## src/rtl/rh_pkg.sv

```systemverilog
package rh_pkg;
  typedef enum logic [1:0] {
    RH_NORMAL   = 2'd0,
    RH_RUNAHEAD = 2'd1,
    RH_RESTORE  = 2'd2
  } rh_mode_e;
endpackage

```

## src/rtl/rh_mode_fsm.sv

```systemverilog
module rh_mode_fsm import rh_pkg::*; (
  input  logic     clk_i,
  input  logic     rst_ni,
  input  logic     enter_req_i,
  input  logic     miss_ret_i,
  output rh_mode_e mode_o,
  output logic     enter_o
);
  rh_mode_e mode_q, mode_d;

  assign enter_o = enter_req_i && (mode_q == RH_NORMAL);
  assign mode_o  = mode_q;

  always_comb begin
    mode_d = mode_q;
    unique case (mode_q)
      RH_NORMAL:   if (enter_o) mode_d = miss_ret_i ? RH_RESTORE : RH_RUNAHEAD;
      RH_RUNAHEAD: if (miss_ret_i) mode_d = RH_RESTORE;
      RH_RESTORE:  mode_d = RH_NORMAL;
      default:     mode_d = RH_NORMAL;
    endcase
  end

  always_ff @(posedge clk_i or negedge rst_ni) begin
    if (!rst_ni) mode_q <= RH_NORMAL;
    else         mode_q <= mode_d;
  end
endmodule

```

## src/rtl/rh_reg_ckpt.sv

```systemverilog
module rh_reg_ckpt #(
  parameter int NUM_REGS = 8,
  parameter int XLEN     = 16,
  localparam int IDX_W   = (NUM_REGS > 1) ? $clog2(NUM_REGS) : 1
) (
  input  logic             clk_i,
  input  logic             rst_ni,
  input  logic             save_i,
  input  logic             restore_i,
  input  logic             we_i,
  input  logic [IDX_W-1:0] widx_i,
  input  logic [XLEN-1:0]  wdata_i,
  input  logic [IDX_W-1:0] rd_idx_i,
  output logic [XLEN-1:0]  rd_data_o
);
  logic [XLEN-1:0] live_q [NUM_REGS];
  logic [XLEN-1:0] ck_q   [NUM_REGS];

  for (genvar g = 0; g < NUM_REGS; g++) begin : g_reg
    always_ff @(posedge clk_i or negedge rst_ni) begin
      if (!rst_ni) begin
        live_q[g] <= '0;
        ck_q[g]   <= '0;
      end else begin
        if (save_i) ck_q[g] <= live_q[g];
        if (restore_i)                             live_q[g] <= ck_q[g];
        else if (we_i && widx_i == IDX_W'(g))      live_q[g] <= wdata_i;
      end
    end
  end

  assign rd_data_o = live_q[rd_idx_i];
endmodule

```

## src/rtl/rh_poison.sv

```systemverilog
module rh_poison #(
  parameter int NUM_REGS = 8,
  localparam int IDX_W   = (NUM_REGS > 1) ? $clog2(NUM_REGS) : 1
) (
  input  logic                clk_i,
  input  logic                rst_ni,
  input  logic                clear_all_i,
  input  logic                set_i,
  input  logic [IDX_W-1:0]    set_idx_i,
  input  logic                clr_i,
  input  logic [IDX_W-1:0]    clr_idx_i,
  input  logic [IDX_W-1:0]    src_a_i,
  input  logic [IDX_W-1:0]    src_b_i,
  input  logic [IDX_W-1:0]    rd_idx_i,
  output logic                src_bad_o,
  output logic                rd_inv_o,
  output logic [NUM_REGS-1:0] inv_o
);
  logic [NUM_REGS-1:0] inv_q;

  for (genvar g = 0; g < NUM_REGS; g++) begin : g_bit
    always_ff @(posedge clk_i or negedge rst_ni) begin
      if (!rst_ni)                                  inv_q[g] <= 1'b0;
      else if (clear_all_i)                         inv_q[g] <= 1'b0;
      else if (set_i && set_idx_i == IDX_W'(g))     inv_q[g] <= 1'b1;
      else if (clr_i && clr_idx_i == IDX_W'(g))     inv_q[g] <= 1'b0;
    end
  end

  assign src_bad_o = inv_q[src_a_i] || inv_q[src_b_i];
  assign rd_inv_o  = inv_q[rd_idx_i];
  assign inv_o     = inv_q;
endmodule

```

## src/rtl/rh_ckpt_ctrl.sv

```systemverilog
module rh_ckpt_ctrl import rh_pkg::*; #(
  parameter int NUM_REGS = 8,
  parameter int XLEN     = 16,
  parameter int MAP_W    = 4,
  parameter int RAS_W    = 3,
  parameter int GHR_W    = 8,
  parameter int PC_W     = 16,
  localparam int IDX_W   = (NUM_REGS > 1) ? $clog2(NUM_REGS) : 1,
  localparam int RMAP_W  = NUM_REGS * MAP_W
) (
  input  logic              clk_i,
  input  logic              rst_ni,
  input  logic              head_valid_i,
  input  logic              head_is_load_i,
  input  logic              head_miss_i,
  input  logic [PC_W-1:0]   head_pc_i,
  input  logic [IDX_W-1:0]  head_dst_i,
  input  logic              miss_ret_i,
  input  logic              wb_valid_i,
  input  logic [IDX_W-1:0]  wb_dst_i,
  input  logic [XLEN-1:0]   wb_data_i,
  input  logic [IDX_W-1:0]  wb_src_a_i,
  input  logic [IDX_W-1:0]  wb_src_b_i,
  input  logic              wb_miss_i,
  input  logic              wb_is_br_i,
  input  logic              wb_mispred_i,
  input  logic [RMAP_W-1:0] rmap_i,
  input  logic [RAS_W-1:0]  ras_ptr_i,
  input  logic [GHR_W-1:0]  ghr_i,
  input  logic [IDX_W-1:0]  rd_idx_i,
  output logic              runahead_o,
  output logic              restore_o,
  output logic              commit_en_o,
  output logic              exec_en_o,
  output logic              recover_o,
  output logic [PC_W-1:0]   restart_pc_o,
  output logic [RMAP_W-1:0] ckpt_rmap_o,
  output logic [RAS_W-1:0]  ckpt_ras_ptr_o,
  output logic [GHR_W-1:0]  ckpt_ghr_o,
  output logic [XLEN-1:0]   rd_data_o,
  output logic              rd_inv_o
);
  rh_mode_e            mode;
  logic                enter, in_norm, in_ra, in_rs, src_bad;
  logic                rf_we, p_set, p_clr;
  logic [IDX_W-1:0]    rf_widx;
  logic [XLEN-1:0]     rf_wdata;
  logic [NUM_REGS-1:0] inv_q;

  rh_mode_fsm u_fsm (
    .clk_i, .rst_ni,
    .enter_req_i (head_valid_i && head_is_load_i && head_miss_i),
    .miss_ret_i,
    .mode_o      (mode),
    .enter_o     (enter)
  );

  assign in_norm = (mode == RH_NORMAL);
  assign in_ra   = (mode == RH_RUNAHEAD);
  assign in_rs   = (mode == RH_RESTORE);

  assign exec_en_o   = wb_valid_i && !src_bad && (in_ra || (in_norm && !enter));
  assign recover_o   = exec_en_o && wb_is_br_i && wb_mispred_i;
  assign commit_en_o = in_norm && !enter;
  assign runahead_o  = in_ra;
  assign restore_o   = in_rs;

  // entry plants the placeholder in the missing load's destination
  assign rf_we    = enter || (in_norm && wb_valid_i) || (in_ra && exec_en_o && !wb_miss_i);
  assign rf_widx  = enter ? head_dst_i : wb_dst_i;
  assign rf_wdata = enter ? '0 : wb_data_i;
  assign p_set    = enter || (in_ra && wb_valid_i && (src_bad || wb_miss_i));
  assign p_clr    = in_ra && exec_en_o && !wb_miss_i;

  rh_reg_ckpt #(.NUM_REGS(NUM_REGS), .XLEN(XLEN)) u_rf (
    .clk_i, .rst_ni,
    .save_i    (enter),
    .restore_i (in_rs),
    .we_i      (rf_we),
    .widx_i    (rf_widx),
    .wdata_i   (rf_wdata),
    .rd_idx_i,
    .rd_data_o
  );

  rh_poison #(.NUM_REGS(NUM_REGS)) u_poison (
    .clk_i, .rst_ni,
    .clear_all_i (in_rs),
    .set_i       (p_set),
    .set_idx_i   (rf_widx),
    .clr_i       (p_clr),
    .clr_idx_i   (wb_dst_i),
    .src_a_i     (wb_src_a_i),
    .src_b_i     (wb_src_b_i),
    .rd_idx_i,
    .src_bad_o   (src_bad),
    .rd_inv_o,
    .inv_o       (inv_q)
  );

  always_ff @(posedge clk_i or negedge rst_ni) begin
    if (!rst_ni) begin
      restart_pc_o   <= '0;
      ckpt_rmap_o    <= '0;
      ckpt_ras_ptr_o <= '0;
      ckpt_ghr_o     <= '0;
    end else if (enter) begin
      restart_pc_o   <= head_pc_i;
      ckpt_rmap_o    <= rmap_i;
      ckpt_ras_ptr_o <= ras_ptr_i;
      ckpt_ghr_o     <= ghr_i;
    end
  end
endmodule

```

## config.mk

```make
export PLATFORM = sky130hd
export DESIGN_NAME = rh_ckpt_ctrl
export DESIGN_NICKNAME = d
export VERILOG_FILES = /design/src/rtl/rh_pkg.sv /design/src/rtl/rh_mode_fsm.sv /design/src/rtl/rh_reg_ckpt.sv /design/src/rtl/rh_poison.sv /design/src/rtl/rh_ckpt_ctrl.sv
export SDC_FILE = /design/constraint.sdc
export NUM_CORES = 1
export LEC_CHECK = 0
export ABC_AREA = 1
export BUFFER_PORTS_ARGS = -buffer_cell sky130_fd_sc_hd__buf_2
export CAP_MARGIN = 30
export CELL_PAD_IN_SITES_DETAIL_PLACEMENT = 2
export CELL_PAD_IN_SITES_GLOBAL_PLACEMENT = 2
export CORE_AREA = 2 2 176 264
export DETAILED_ROUTE_END_ITERATION = 6
export DIE_AREA = 0 0 178 266
export GPL_ROUTABILITY_DRIVEN = 0
export PLACE_DENSITY_LB_ADDON = 0.1
export SYNTH_ARGS = -nofsm -noshare
export SYNTH_HDL_FRONTEND = slang
export SYNTH_SLANG_ARGS = --single-unit
```

## constraint.sdc

```tcl
create_clock -name clk_i -period 2.15 [get_ports clk_i]
set_input_delay 0.215 -clock clk_i [delete_from_list [all_inputs] [get_ports clk_i]]
set_output_delay 0.215 -clock clk_i [all_outputs]
set_load 0.1 [all_outputs]
```

### Yosys cells after proc, flatten, opt, wreduce, memory -nomap -nowiden

Cells that the tools add are included.

| storage, ports and cells | value |
|---|---|
| flip-flop bits (word level) | 325 |
| bits in latches | 0 |
| bits in writable memories | 0 |
| memory bits (read-only) | 0 |
| input bits | 100 |
| logic and storage cells | 173 |
| memories | 0 |

| operators by class | value |
|---|---|
| $add $sub $neg | 0 |
| multipliers | 0 |
| div/mod/pow operators | 0 |
| order comparisons | 4 |
| equal/unequal tests | 18 |
| shift operators | 0 |
| multiplexer cells | 55 |
| bitwise gates (word level) | 1 |
| reduce and logical (&&, ||, !) cells | 66 |

Operators with widths:

| cell | count |
|---|---|
| $mux W16 | 19 |
| $bmux W16 S3 | 1 |
| $logic_and A1 B1 Y1 | 37 |
| $mux W1 | 27 |
| $eq A3 B3 Y1 const B | 8 |
| $reduce_bool A3 Y1 | 8 |
| $reduce_bool A2 Y1 | 8 |
| $eq A3 B2 Y1 const B | 4 |
| $lt A3 B4 Y1 const B | 3 |
| $bmux W1 S3 | 3 |
| $eq A3 B1 Y1 const B | 2 |
| $logic_not A3 Y1 | 2 |
| $logic_or A1 B1 Y1 | 6 |
| $mux W2 | 3 |
| $ge A4 B4 Y1 const B | 1 |
| $ne A2 B2 Y1 const B | 2 |
| $not A3 Y4 | 1 |
| $pmux W2 S2 | 1 |
| $logic_not A1 Y1 | 3 |
| $mux W3 | 1 |
| $eq A2 B1 Y1 const B | 1 |
| $eq A2 B2 Y1 const B | 1 |
| $logic_not A2 Y1 | 1 |
| $reduce_and A2 Y1 | 1 |

### Depth between registers and ports, before layout

| logic depth | value |
|---|---|
| depth after elaboration | 13 |
| depth in mapped cells | 13 |
| gate-level depth less buffers | 12 |

### Cells and area by module

Synthesis repeated with hierarchy kept, for this count alone.

| second synthesis, totals | value |
|---|---|
| cell total of the unflattened synthesis | 2002 |
| area, all modules | 15536.2 µm² |

By module, submodules not included:

| module | times used | cells an instance | area each (µm²) |
|---|---|---|---|
| rh_reg_ckpt | 1 | 1553 | 12253.0 |
| rh_ckpt_ctrl | 1 | 313 | 2518.7 |
| rh_poison | 1 | 124 | 676.9 |
| rh_mode_fsm | 1 | 12 | 87.6 |

### Worst setup path after synthesis

OpenSTA, ideal clock, no wires.

| path | value |
|---|---|
| path kind | register to output |
| from | reg u_fsm.mode_q[1], in the netlist u_fsm.mode_o[1] |
| to | out recover_o |
| arrival time | 2.839 ns |
| setup slack | -0.904 ns |
| stages on the path, launching flop included | 4 |
| path buffers | 0 |
| cell sequence | dfrtp_1 -> nor2_2 -> o21ai_0 -> nor2_1 |

| between the ends | value |
|---|---|
| elaborated cells between the ends (all ways) | 9 |
| those cells by class | 1 x eq/ne; 8 x reduce/logical |

RTL lines:

| what | line | text |
|---|---|---|
| start, declared | rh_mode_fsm.sv:9 | `rh_mode_e mode_q, mode_d;` |
| start signal, assigned | rh_mode_fsm.sv:26 | `else mode_q <= mode_d;` |
| $eq A2 B1 Y1 | rh_ckpt_ctrl.sv:59 | `assign in_ra = (mode == RH_RUNAHEAD);` |
| net runahead_o | rh_ckpt_ctrl.sv:31 | `output logic runahead_o,` |
| $logic_or A1 B1 Y1 | rh_ckpt_ctrl.sv:62 | `assign exec_en_o = wb_valid_i && !src_bad && (in_ra \|\| (in_norm && !enter));` |
| $logic_and A1 B1 Y1 | rh_ckpt_ctrl.sv:62 |  |
| $logic_and A1 B1 Y1 (2 in a row) | rh_ckpt_ctrl.sv:63 | `assign recover_o = exec_en_o && wb_is_br_i && wb_mispred_i;` |
| end, declared | rh_ckpt_ctrl.sv:35 | `output logic recover_o,` |

The timed path passes the listed nets, and every way through them passes these cells.

### Final worst setup path

| path | value |
|---|---|
| from | reg u_poison.inv_q[7], in the netlist u_poison.inv_o[7] |
| to | out recover_o |

| between the ends | value |
|---|---|
| word-level cells in the longest chain between the ends | 8 |
| elaborated cells between the ends (all ways) | 10 |
| those cells by class | 4 x mux; 6 x reduce/logical |

RTL lines:

| what | line | text |
|---|---|---|
| start, declared | rh_poison.sv:19 | `logic [NUM_REGS-1:0] inv_q;` |
| start signal, assigned by index | rh_poison.sv:23 | `if (!rst_ni) inv_q[g] <= 1'b0;` |
| start signal, assigned by index | rh_poison.sv:24 | `else if (clear_all_i) inv_q[g] <= 1'b0;` |
| start signal, assigned by index | rh_poison.sv:25 | `else if (set_i && set_idx_i == IDX_W'(g)) inv_q[g] <= 1'b1;` |
| $bmux W1 S3 | rh_poison.sv:30 | `assign src_bad_o = inv_q[src_a_i] \|\| inv_q[src_b_i];` |
| $mux W1 (implied by the code) | rh_poison.sv:30 |  |
| $logic_or A1 B1 Y1 (*) | rh_poison.sv:30 |  |
| $logic_not A1 Y1 (*) | rh_ckpt_ctrl.sv:62 |  |
| $logic_and A1 B1 Y1 (*) (2 in a row) | rh_ckpt_ctrl.sv:62 |  |
| $logic_and A1 B1 Y1 (*) (2 in a row) | rh_ckpt_ctrl.sv:63 |  |

Every way passes the cells marked *; elsewhere a longest branch is shown, timed or not. The select of a mux whose other input is x is not followed.

==> key figures <==
Run status
  • Status: complete, no violations

STA
  • Hold Violations, Final: 0
  • Hold WS: 0.1555 ns
  • Final Max Tran Viols: 0
  • Total negative slack: 0 ns
  • Min Tclk post-route: 2.124 ns
  • Fin crit share: 0.9881
  • RSZ-0062 raised after global routing: yes
  • Setup ws final: 0.02569 ns
  • Least-Margin Pin Slew: 0.6210 ns
  • Final setup vio count: 0
  • Post-Route Skew: 0.009855 ns
  • Relative slew slack: 0.5816
  • FMAX: ~470 MHz

Logic synthesis
  • Post-synthesis simple-gate area fraction: 0.2651
  • FF+latch count, synth: 325
  • Largest family of logic cells by synthesized area: simple AND/OR/NAND/NOR gates
  • Adder-Cell Fraction of Synth Area: 0
  • Mux contribution to synthesized area: 0
  • Area leader, netlist: dfrtp_1
  • Synthesized instance count: 1930
  • Synth top cells by count: nand2_1, dfrtp_1, o21ai_0
  • Netlist cell types: 24
  • Synth Flop Type: dfrtp_1
  • Synth top area share: 0.5375
  • Synth Warn #: 0
  • Number of synthesized flops with an enable pin: 0
  • Sequential area share after synthesis: 0.5375
  • Post-synthesis compound-gate area fraction: 0.1234
  • Count leader, synth: nand2_1
  • Ys async rst share: 1.000
  • Syn Nets: roughly 2000
  • XOR/XNOR Fraction of Synth Area: 0
  • Mapped Area: 0.01513 mm²
  • Mean Syn Cell Area: 7.839 µm²
  • Ranking of synthesized cells by area: dfrtp_1, nand2_1, o21ai_0, nand3_1, inv_1

Drt
  • # DRC: 0
  • Drt via density: about 5.1
  • Post-DRT Antenna Nets: 0
  • Drt wl/cell: 20.66 µm
  • Vias: about 14000
  • DRT Pass-1 Iters: 4
  • DRT Wirelength: 57.49 mm
  • Initial DRC Count: just under 600

Floorplan
  • Die ar.: between 0.04 and 0.05 mm²
  • Row cnt: 96
  • Starting Density: 0.3341
  • Die width: 178 µm
  • # IOs: 181
  • Die Ht: 266 µm
  • Core box area: 0.04528 mm²

Setup path
  • Crit. End Element: output port
  • Critical Path Start Type: register
  • CP most frequent cell: nand2_1
  • CP peak stage delay: 0.41 ns
  • Slowest cell on crit path: dfrtp_1
  • Crit-path cells: nand2_1, nand3_1, nand2_1, nand2_1, nand2_2, nand2_2, nor2_2, o21ai_2, nor2_4, buf_12
  • Crit path kind: register to output port
  • CP Buf/Inv Count: 1
  • Worst endpoint required time: approximately 1.9 ns
  • Crit path DAT: 1.91 ns
  • Crit-path leading delay family: simple AND/OR/NAND/NOR gates
  • Maximum fanout along the worst path: 2

Power and ir drop
  • Pwr dens: 1205 mW/mm²
  • Peak supply drop: 0.5785 mV
  • LEAKAGE: 9.914 nW

Clock network
  • Clk sink count: 325
  • Worst skew pair latency: 0.53 ns
  • Reg clk slew, reported paths: 0.07 ns
  • CTS H-Tree Depth: 2
  • Total CTS buffers: 37
  • Root Driver: clkbuf_16
  • Clock tree buffer depth: 3
  • CTS tree: built

Finish
  • Finished Cell Area: 0.01966 mm²
  • Sequential Area: 0.008133 mm²
  • Final net count: 2268
  • Area grow syn2layout: 29.96%
  • Multi-input logic area: approximately 0.0063 mm²
  • Share of cells above drive strength 1: 0.1855
  • Finished Core Util: 0.4342
  • Layout fillers: about 5100

GRT
  • GRT Max-Usage Layer: met2
  • GR Util met1: 0.3123
  • Global-route wire length before repair: between 90 and 100 mm
  • M2 GR Usage: 0.4374
  • GRT overflow: 0
  • M3 GR Usage: 0.02797
  • Largest net degree at the start of global routing: 100
  • Antenna violations before repair: 1
  • Vias in the first global route: 15860
  • Total GRT Usage: 0.2445

Placement
  • DP Wirelength: 36.28 mm
  • # port buffers: 180
  • Cell Area, Placed: 0.01763 mm²
  • Pre-CTS setup slack: slightly above 0.04 ns

Flow run
  • Max Cap Viol: 0

Hold path
  • Worst Hold Class: primary input to register
==> layout by cell type, fill, tap and decap left out, types with 2 or more instances in the layout <==
cell type	netlist	final
a21oi_1	68	64
a21oi_2	0	4
a31oi_4	0	17
buf_12	0	42
buf_2	18	158
buf_4	0	45
buf_6	9	6
bufinv_16	0	2
clkbuf_1	76	6
clkbuf_16	0	38
clkbuf_8	0	12
clkinv_2	0	6
clkinvlp_4	0	2
dfrtp_1	325	325
dlygate4sd3_1	0	61
inv_1	151	140
inv_2	6	15
inv_6	0	2
nand2_1	752	749
nand2_2	1	4
nand2_4	18	16
nand2_8	0	2
nand3_1	161	155
nand3_2	0	6
nor2_1	22	12
nor2_2	9	15
nor2_4	0	4
o21ai_0	276	262
o21ai_1	1	10
o21ai_2	1	6
==> cell families after synthesis <==
kind of cell | Yosys count
compound gates | 365
simple gates | 966
buf+inv | 274
flops | 325
==> metal layers <==
| layer | up-vias | wire [µm] | part of all wire |
|---|---|---|---|
| li1 | 6596 | - | - |
| met1 | 7341 | 25020 | 0.44 |
| met2 | 252 | 29330 | 0.51 |
| met3 | 71 | 1932 | 0.034 |
| met4 | 0 | 1205 | 0.021 |
| met5 | - | 0 | 0 |
==> worst paths after layout <==
check | startpoint | end | slack, ns | depth (start not counted)
setup / recovery | u_poison.inv_o[7] | recover_o | 0.03 | 10
max in group asynchronous | rst_ni | ckpt_rmap_o[12] | 1.14 | 3
min in group asynchronous | rst_ni | restart_pc_o[1] | 0.21 | 2
hold reg to reg | restart_pc_o[0] | restart_pc_o[0] | 0.48 | 2
setup reg to reg | u_fsm.mode_o[1] | u_rf.live_q[89] | 0.16 | 9
hold / removal | wb_dst_i[1] | u_poison.inv_o[3] | 0.16 | 4
==> flip-flops by register name, summed over array words and instances (netlist names) <==
signal and count:
ckpt_ghr_o 8, ckpt_ras_ptr_o 3, ckpt_rmap_o 32, restart_pc_o 16
u_fsm.mode_o 2, u_poison.inv_o 8, u_rf.ck_q 128, u_rf.live_q 128
==> tightest hold or removal path, stage by stage <==
cell and delay, ns:
buf_2 0.13, nand3_1 0.08, o21ai_0 0.08, o21ai_0 0.14
==> layout make-up <==
cell class / instances / area share
inverter: 159 / 0.03105
antenna: 1 / 0.0001273
timing repair buffer: 314 / 0.1367
sequential: 325 / 0.4136
clock buffer: 55 / 0.05663
tap: 588 / 0.03742
clock inverter: 10 / 0.005409
multi-input combinational: 1331 / 0.3191
==> power by group <==
part	switching, W	internal [W]
logic	0.00560	0.00222
clock network	0.00265	0.00382
registers	0.00124	0.00817
total	0.00948	0.0142
==> per-stage QoR <==
stage | power, W | instances
2_1_floorplan | 0.01454 | 1930
3_3_place_gp | 0.01670 | 2648
3_5_place_dp | 0.01712 | 2648
4_1_cts | 0.02389 | 2775
5_1_grt | 0.02516 | 2783
6_report | 0.02370 | 2783
==> timing repair <==
action                                 CTS  global route
buffers inserted                         1             5
endpoints found under the hold margin  106             0
setup endpoints to repair                8           180
gates resized for setup                 12            45
pin swaps                                1             8
hold buffers                            61             0
gates cloned                             0             2
(Power assumes the default switching activity.)
